`config.mk`:
```
export PLATFORM = sky130hd
export DESIGN_NAME = mdio_cmd_master
export DESIGN_NICKNAME = d
export VERILOG_FILES = /design/src/rtl/mdio_cmd_pkg.sv /design/src/rtl/mdio_mdc_gen.sv /design/src/rtl/mdio_frame_eng.sv /design/src/rtl/mdio_cmd_master.sv
export SDC_FILE = /design/constraint.sdc
export NUM_CORES = 1
export LEC_CHECK = 0
export BUFFER_PORTS_ARGS = -buffer_cell sky130_fd_sc_hd__buf_4
export CAP_MARGIN = 20
export CORE_ASPECT_RATIO = 0.9
export CORE_MARGIN = 1
export CORE_UTILIZATION = 45
export CTS_BUF_LIST = sky130_fd_sc_hd__clkbuf_4
export DETAILED_ROUTE_END_ITERATION = 8
export GPL_TIMING_DRIVEN = 0
export HOLD_SLACK_MARGIN = 0.02
export PLACE_DENSITY = 0.74
export SLEW_MARGIN = 10
export SYNTH_ARGS = -nofsm -noshare
export SYNTH_HDL_FRONTEND = slang
export SYNTH_SLANG_ARGS = --single-unit
```
`constraint.sdc`:
```
create_clock -name clk -period 2.19 [get_ports clk]
set_input_delay 0.438 -clock clk [delete_from_list [all_inputs] [get_ports clk]]
set_output_delay 0.438 -clock clk [all_outputs]
set_load 0.1 [all_outputs]
```
`src/rtl/mdio_cmd_pkg.sv`:
```
package mdio_cmd_pkg;
    localparam int FRAME_BITS = 64;
    localparam int PRE_BITS   = 32;
    localparam int TA_POS     = 46;
    localparam int DATA_POS   = 48;
    localparam int IDX_W      = $clog2(FRAME_BITS);
    localparam int START_BIT  = 31;
    localparam int RD_BIT     = 30;
    localparam int PHY_LSB    = 21;
    localparam int REG_LSB    = 16;

    typedef struct packed {
        logic        rd;
        logic [4:0]  phy;
        logic [4:0]  regad;
        logic [15:0] data;
    } mdio_cmd_t;

    function automatic logic [FRAME_BITS-1:0] build_frame(mdio_cmd_t c);
        logic [1:0]  op;
        logic [1:0]  ta;
        logic [15:0] pay;
        op  = c.rd ? 2'b10 : 2'b01;
        ta  = c.rd ? 2'b11 : 2'b10;
        pay = c.rd ? 16'hFFFF : c.data;
        return {{PRE_BITS{1'b1}}, 2'b01, op, c.phy, c.regad, ta, pay};
    endfunction
endpackage

```
`src/rtl/mdio_mdc_gen.sv`:
```
module mdio_mdc_gen #(
    parameter int MDC_HALF_CYC = 10
) (
    input  logic clk,
    input  logic rst_n,
    input  logic run,
    output logic mdc,
    output logic rise_stb,
    output logic fall_stb
);
    localparam int CNT_W = $clog2(MDC_HALF_CYC + 1);
    localparam logic [CNT_W-1:0] LAST_CNT = CNT_W'(MDC_HALF_CYC - 1);

    typedef struct packed {
        logic [CNT_W-1:0] cnt;
        logic             mdc;
    } gen_t;

    gen_t st_d, st_q;
    logic wrap;

    always_comb begin
        st_d = st_q;
        wrap = run && (st_q.cnt == LAST_CNT);
        if (!run) begin
            st_d.cnt = '0;
            st_d.mdc = 1'b0;
        end else if (wrap) begin
            st_d.cnt = '0;
            st_d.mdc = ~st_q.mdc;
        end else begin
            st_d.cnt = st_q.cnt + 1'b1;
        end
    end

    always_ff @(posedge clk) begin
        if (!rst_n) st_q <= '0;
        else        st_q <= st_d;
    end

    assign mdc      = st_q.mdc;
    assign rise_stb = wrap && !st_q.mdc;
    assign fall_stb = wrap &&  st_q.mdc;
endmodule

```
`src/rtl/mdio_frame_eng.sv`:
```
module mdio_frame_eng
    import mdio_cmd_pkg::*;
(
    input  logic        clk,
    input  logic        rst_n,
    input  logic        start,
    input  mdio_cmd_t   cmd,
    input  logic        rise_stb,
    input  logic        fall_stb,
    input  logic        mdio_i,
    output logic        busy,
    output logic        done,
    output logic [15:0] rd_word,
    output logic        mdio_o,
    output logic        mdio_oe
);
    localparam logic [IDX_W-1:0] LAST_IDX = IDX_W'(FRAME_BITS - 1);

    typedef struct packed {
        logic                  busy;
        logic                  rd;
        logic [IDX_W-1:0]      idx;
        logic [FRAME_BITS-1:0] sh;
        logic [15:0]           rsh;
    } eng_t;

    eng_t st_d, st_q;

    always_comb begin
        st_d = st_q;
        done = 1'b0;
        if (!st_q.busy) begin
            if (start) begin
                st_d.busy = 1'b1;
                st_d.rd   = cmd.rd;
                st_d.idx  = '0;
                st_d.sh   = build_frame(cmd);
            end
        end else begin
            if (rise_stb && st_q.rd && (st_q.idx >= IDX_W'(DATA_POS)))
                st_d.rsh = {st_q.rsh[14:0], mdio_i};
            if (fall_stb) begin
                if (st_q.idx == LAST_IDX) begin
                    st_d.busy = 1'b0;
                    done      = 1'b1;
                end else begin
                    st_d.idx = st_q.idx + 1'b1;
                    st_d.sh  = {st_q.sh[FRAME_BITS-2:0], 1'b1};
                end
            end
        end
    end

    always_ff @(posedge clk) begin
        if (!rst_n) st_q <= '0;
        else        st_q <= st_d;
    end

    assign busy    = st_q.busy;
    assign rd_word = st_q.rsh;
    assign mdio_o  = st_q.busy ? st_q.sh[FRAME_BITS-1] : 1'b1;
    assign mdio_oe = st_q.busy && (!st_q.rd || (st_q.idx < IDX_W'(TA_POS)));


    mdio_change_on_fall_chk: assert property (@(posedge clk) disable iff (!rst_n)
        (mdio_o != $past(mdio_o)) |-> $past(fall_stb));
endmodule

```
`src/rtl/mdio_cmd_master.sv`:
```
module mdio_cmd_master
    import mdio_cmd_pkg::*;
#(
    parameter int MDC_HALF_CYC = 10
) (
    input  logic        clk,
    input  logic        rst_n,
    input  logic        reg_we,
    input  logic [31:0] reg_wdata,
    output logic [31:0] reg_rdata,
    output logic        mdc,
    output logic        mdio_o,
    output logic        mdio_oe,
    input  logic        mdio_i
);
    mdio_cmd_t   acc_d, acc_q, wr_cmd;
    logic        busy, done, start, rise_stb, fall_stb;
    logic [15:0] rd_word;
    logic        unused_wbits;

    assign unused_wbits = ^reg_wdata[29:26];
    assign wr_cmd = '{rd:    reg_wdata[RD_BIT],
                      phy:   reg_wdata[PHY_LSB +: 5],
                      regad: reg_wdata[REG_LSB +: 5],
                      data:  reg_wdata[15:0]};
    assign start  = reg_we && reg_wdata[START_BIT] && !busy;

    always_comb begin
        acc_d = acc_q;
        if (start)
            acc_d = wr_cmd;
        else if (done && acc_q.rd)
            acc_d.data = rd_word;
    end

    always_ff @(posedge clk) begin
        if (!rst_n) acc_q <= '0;
        else        acc_q <= acc_d;
    end

    assign reg_rdata = {busy, acc_q.rd, 4'b0000, acc_q.phy, acc_q.regad, acc_q.data};

    mdio_mdc_gen #(.MDC_HALF_CYC(MDC_HALF_CYC)) u_mdc (
        .clk(clk), .rst_n(rst_n), .run(busy),
        .mdc(mdc), .rise_stb(rise_stb), .fall_stb(fall_stb)
    );

    mdio_frame_eng u_eng (
        .clk(clk), .rst_n(rst_n), .start(start), .cmd(wr_cmd),
        .rise_stb(rise_stb), .fall_stb(fall_stb), .mdio_i(mdio_i),
        .busy(busy), .done(done), .rd_word(rd_word),
        .mdio_o(mdio_o), .mdio_oe(mdio_oe)
    );


    fields_frozen_chk: assert property (@(posedge clk) disable iff (!rst_n)
        busy |=> $stable(reg_rdata[30:16]));

    write_drives_chk: assert property (@(posedge clk) disable iff (!rst_n)
        (reg_rdata[31] && !reg_rdata[30]) |-> mdio_oe);

    busy_ends_on_fall_chk: assert property (@(posedge clk) disable iff (!rst_n)
        $fell(reg_rdata[31]) |-> $fell(mdc));

    mdc_idle_low_chk: assert property (@(posedge clk) disable iff (!rst_n)
        !reg_rdata[31] |-> !mdc);

    nostart_ignored_chk: assert property (@(posedge clk) disable iff (!rst_n)
        (!busy && reg_we && !reg_wdata[31]) |=> $stable(reg_rdata));
endmodule

```
# Word-level counts from Yosys, hierarchy flattened
# Index checks and enable logic that the tools add are counted.
# W data, S select, Z words.
totals:
  reg_bits: 120
  output_inout_bits: 35
  wordCells: 58
classes:
  add_sub_neg: 2
  n_lt_le_gt_ge: 2
  eq_ne: 4
  mux: 16
  bitwise: 3
  reduce_logical: 20
op_table:
  columns: ["op", "count"]
  rows:
  - ["$mux W70", 3]
  - ["$mux W72", 1]
  - ["$mux W16", 3]
  - ["$logic_and A1 B1 Y1", 9]
  - ["$mux W1", 8]
  - ["$add A6 B1 Y6 const B", 1]
  - ["$eq A6 B6 Y1 const B", 1]
  - ["$ge A6 B6 Y1 const B", 1]
  - ["$lt A6 B6 Y1 const B", 1]
  - ["$reduce_and A2 Y1", 3]
  - ["$add A4 B1 Y4 const B", 1]
  - ["$eq A4 B4 Y1 const B", 1]
  - ["$ne A2 B2 Y1 const B", 2]
  - ["$reduce_bool A2 Y1", 2]
  - ["$logic_not A1 Y1", 3]
  - ["$not A1 Y1", 3]
  - ["$reduce_and A3 Y1", 1]
  - ["$reduce_or A3 Y1", 1]
  - ["$mux W2", 1]
  - ["$logic_or A1 B1 Y1", 1]

# Depth between registers and ports, before layout
depth:
  word_depth: 8
  mapped_depth: 9
  mapped_depth_nobuf: 6

# By module
# A second synthesis with hierarchy kept.
unflattened:
  hier_cells: 597
  hier_area_um2: 4974.8
by_module_without_submodules:
  columns: ["module", "instances", "cells_per_inst", "area_each_um2"]
  rows:
  - ["mdio_frame_eng", 1, 432, 3607.2]
  - ["mdio_cmd_master", 1, 143, 1143.6]
  - ["mdio_mdc_gen", 1, 22, 224.0]

# Worst setup path after synthesis
# Ideal clock, no wire load.
synth_path:
  path_type: "register to register"
  startpoint: "register u_mdc.st_q, in the netlist u_mdc.mdc"
  endpoint: "register u_eng.st_q[31] (netlist bit)"
  arrival_time_ps: 2110
  required_time_ps: 2120
  slack_ps: 10
  path_stages_with_launch: 6
  path_buffers: 1
  synth_period_minus_slack_ps: 2180
  path_cell_list: "dfxtp_1 inv_1 a211oi_4 buf_6 a31oi_1 a21oi_1"
synth_between:
  elab_chain_cells: 3
synth_rtl:
  columns: ["element", "line_no", "rtl"]
  rows:
  - ["from (decl)", "mdio_mdc_gen.sv:19", "gen_t st_d, st_q;"]
  - ["from (signal assigned)", "mdio_mdc_gen.sv:38", "else st_q <= st_d;"]
  - ["$logic_and A1 B1 Y1", "mdio_mdc_gen.sv:43", "assign fall_stb = wrap && st_q.mdc;"]
  - ["$ne A2 B2 Y1 (no line)", null, null]
  - ["$reduce_and A3 Y1 (no line)", null, null]
  - ["to (signal assigned)", "mdio_frame_eng.sv:56", "else st_q <= st_d;"]
  - ["to (decl)", "mdio_frame_eng.sv:27", "eng_t st_d, st_q;"]
# Every way passes these cells.
# A chain may end at the register's enable or synchronous reset.

# Final worst setup path
layout_path:
  startpoint: "register u_eng.st_q, in the netlist u_eng.busy"
  endpoint: "output port mdio_oe"
layout_between:
  elab_chain_cells: 1
layout_rtl:
  columns: ["element", "line_no", "rtl"]
  rows:
  - ["$logic_and A1 B1 Y1", "mdio_frame_eng.sv:62", "assign mdio_oe = st_q.busy && (!st_q.rd || (st_q.idx < IDX_W'(TA_POS)));"]
  - ["to (decl)", "mdio_cmd_master.sv:13", "output logic mdio_oe,"]
# Every way passes these cells.

==> key figures <==
Yosys
  • Synth area leader: dfxtp_1
  • Yosys top cell area share: 50.5%
  • Top post-synthesis cells by area: dfxtp_1 51%, a21oi_1 12%, nand2_1 9.9%
  • Mapped Avg Cell Area: approximately 8.4 sq um
  • Sequential share of the synthesized area: 50.5%
  • Synth Instances: 563
  • Synth Register Bits: 120
  • Synth cell types: 44
  • Yosys warns: 0
  • Post-Syn Area: 4750 sq um

Setup path
  • FF-to-FF Start: u_mdc.st_q[1]
  • Req. time, crit path: 1.75 ns
  • Sum of buffers and inverters on the critical path: 2
  • CP Cell Sequence: clkbuf_4 > o21a_1 > buf_4
  • Slowest CP cell: dfxtp_2
  • Highest cell delay on the worst timing path: 0.44 ns
  • Maximum fanout along the worst path: 10
  • Delay-heaviest family, CP: buffers and inverters
  • Setup slack, reg-to-reg: approximately 0.19 ns
  • CP endpoint kind: output pin
  • WS Path Type: reg -> out
  • Critical Path Source: u_eng.busy
  • Startpoint types: register
  • Worst EP arrival: between 1.5 and 2 ns

Finish
  • Share of cells above drive strength 1: about a fifth
  • Nets@finish: between 600 and 700
  • Fill cells: 955
  • Layout area overhead: 18.8%
  • Final Instance Area: 5650 sq um
  • ANT cells: 0

Floorplanning
  • Chip width: 110 microns
  • Row cnt: 35
  • Core Region: 10200 sq um
  • I/O pin total: 71
  • Initial Util: 46.4%
  • Die ar.: between 10000 and 15000 sq um
  • Die Y: 99.5 microns

Clocking
  • CTS buffer count: 17
  • CTS root buffer: clkbuf_4
  • CTS H-tree depth: 4
  • Cts hold-fix bufs: 0
  • Clock-pin slew on the worst setup and hold paths: 0.10 ns
  • CTS sink cnt: 120
  • Clk buf depth: 2
  • CTS tree: built
  • Post-CTS setup buffer count: 0
  • Worst-Skew Late Latency: about 0.51 ns

STA
  • Least-Margin Pin Slew: 0.668 ns
  • Final setup viols: 0
  • Setup Skew: 0.0145 ns
  • Hold WS: 0.181 ns
  • Final Hold Vio Count: 0
  • Tcrit/Tclk final: 94.8%
  • Peak Freq: around 480 MHz
  • Setup tns final: 0 ns
  • RSZ-0062 raised after global routing: no
  • Slew HR: 55.3%
  • Min Clock Period, post-route: between 2 and 2.5 ns
  • Final Max Slew Viols: 0

Global route
  • Initial antenna violation count: 0
  • Vias in the first global route: 3987
  • Largest net degree at the start of global routing: 17
  • GRT Total Usage: 23.3%
  • First-pass GRT wire length: 19.5 mm
  • Remaining Overflow, GRT: 0

Routing
  • Wire per inst: 15.5 microns
  • Vias per cell: 5.65
  • ANT nets after route: 0
  • Vias: 4454
  • Iter 0 DRT Violations: 319
  • DRC viols: 0
  • DRT Pass-1 Iters: 5
  • Total wire length: 12.3 mm

Power and ir drop
  • Switching Fraction: 30.7%
  • Peak VDD IR: roughly 0.42 mV
  • Pwr Total: 4360 uW
  • Seq pwr share: about 54%
  • Pint: between 3000 and 4000 uW
  • Sw Pwr: 1340 uW
  • Comb pwr share: 14.1%
  • Clock Power Share: 32.0%
  • PwrDens: 771 nW/um^2
  • Leakage power: around 0.0022 uW

Placement
  • Area of placed instances: roughly 5400 sq um
  • Port Buffer Count: 62
  • Gpl congestion: about 0.9
  • Dpl hpwl: 8.76 mm

Run
  • Max_cap viols: 0

Run status
  • Outcome: completed

Hold path
  • Hold path startpoint: mdio_i
  • Hold crit path type: in -> reg
-- worst paths after layout --
path                                         end  cells after the start
worst max-delay path                     mdio_oe                      3
worst max register to register     reg_rdata[14]                      7
worst min-delay path            u_eng.rd_word[0]                      3
worst min register to register    u_eng.st_q[79]                      2
-- flip-flops by register name (all words and copies together), names as in the netlist --
register       count
reg_rdata         27
u_mdc.st_q         4
u_eng.rd_word     16
u_eng.st_q        71
u_mdc.mdc          1
u_eng.busy         1
-- through the flow --
step	util, %	cells	setup WS, ns
5_1_grt	55.1	789	0.0114
6_report	55.1	789	0.114
4_1_cts	55.0	789	0.0623
3_5_place_dp	52.6	757	0.146
2_1_floorplan	-	566	0.0101
3_3_place_gp	52.6	757	0.158
-- tightest hold or removal path: stages --
cell and delay (ns):
buf_4 0.11, nand2_1 0.05, a21oi_1 0.05
-- cells by family (layout without fill, tap and decap cells) --
| family | count (synthesis) | count (layout) | share of synthesized area, % |
|---|---|---|---|
| AOI/OAI and AO/OA | 184 | 184 | 22.7 |
| xor gates and xnor gates | 3 | 3 | 0.553 |
| adders and majority gates | 3 | 3 | 0.790 |
| buffers and inverters | 54 | 148 | 5.97 |
| DFF | 120 | 120 | 50.5 |
| other | 1 | 4 | 0.0789 |
| and+or+nand+nor | 198 | 198 | 19.3 |
-- cell type report --
type | count | area, sq um | area share [%]
multi-input combinational | 392 | 2080 | 36.9
tap | 129 | 161 | 2.86
timing repair buffer | 62 | 465 | 8.24
inverter | 5 | 18.8 | 0.332
clock buffer | 18 | 135 | 2.39
buffer | 49 | 272 | 4.81
sequential | 120 | 2400 | 42.5
clock inverter | 14 | 110 | 1.95
-- power groups by stage --
stage	sequential [uW]	clock, uW	combinational, uW
final	2350	1390	616
after global routing	2360	1520	658
after CTS	2350	1410	612
after detailed placement	2390	0	612
after global placement	2390	0	601
after floorplan	2560	0	271
-- placed cells by master, fill, tap and decap left out, drive strengths merged, types with 2 or more instances in the layout --
cell type	n
nand2	125
dfxtp	120
a21oi	114
buf	83
clkbuf	46
nand3	28
a31oi	27
o21ai	18
and3	16
a221o	14
nor2	9
clkinv	9
clkinvlp	5
inv	4
conb	4
o31ai	3
nand4	3
ha	3
nand2b	2
or3	2
xnor2	2
and2	2
nand3b	2
nor2b	2
nor4	2
-- what timing repair did --
| action | 4_1_cts | 5_1_grt |
|---|---|---|
| endpoints found under the hold margin | 0 | 0 |
| cloned | 0 | 0 |
| resized for setup | 1 | 6 |
| endpoints found under the setup margin | 1 | 46 |
-- Yosys cell counts --
master	n
nand2b_1	2
o41ai_1	1
xnor2_1	2
a31oi_1	27
o21ai_0	18
xor2_1	1
or3_1	2
a211oi_4	1
nand3_1	28
nand4b_2	1
a221o_1	14
conb_1	1
and3b_1	1
o211ai_2	1
nand2_1	125
nand3b_2	1
nand3b_1	1
a41oi_1	1
nand4_2	1
o31ai_1	3
inv_1	4
o2111a_1	1
nor2_1	9
clkbuf_1	26
o2111ai_1	1
o221a_2	1
and3_1	16
clkinv_1	1
dfxtp_1	120
and4b_1	1
nor4_4	1
ha_1	3
nor4_1	1
buf_6	6
buf_1	2
nor2b_1	2
nand4_1	2
o21a_1	1
a21oi_1	114
nor3b_2	1
and2_1	2
buf_4	7
buf_2	8
and4_1	1
-- per-layer routing --
metal | GRT usage (%) | share of wire, %
met1 | 31.9 | 47
met2 | 35.9 | 45
met3 | 5.37 | 6.6
met4 | 7.89 | 2.0
met5 | 0 | 0
(Power assumes the default switching activity.)
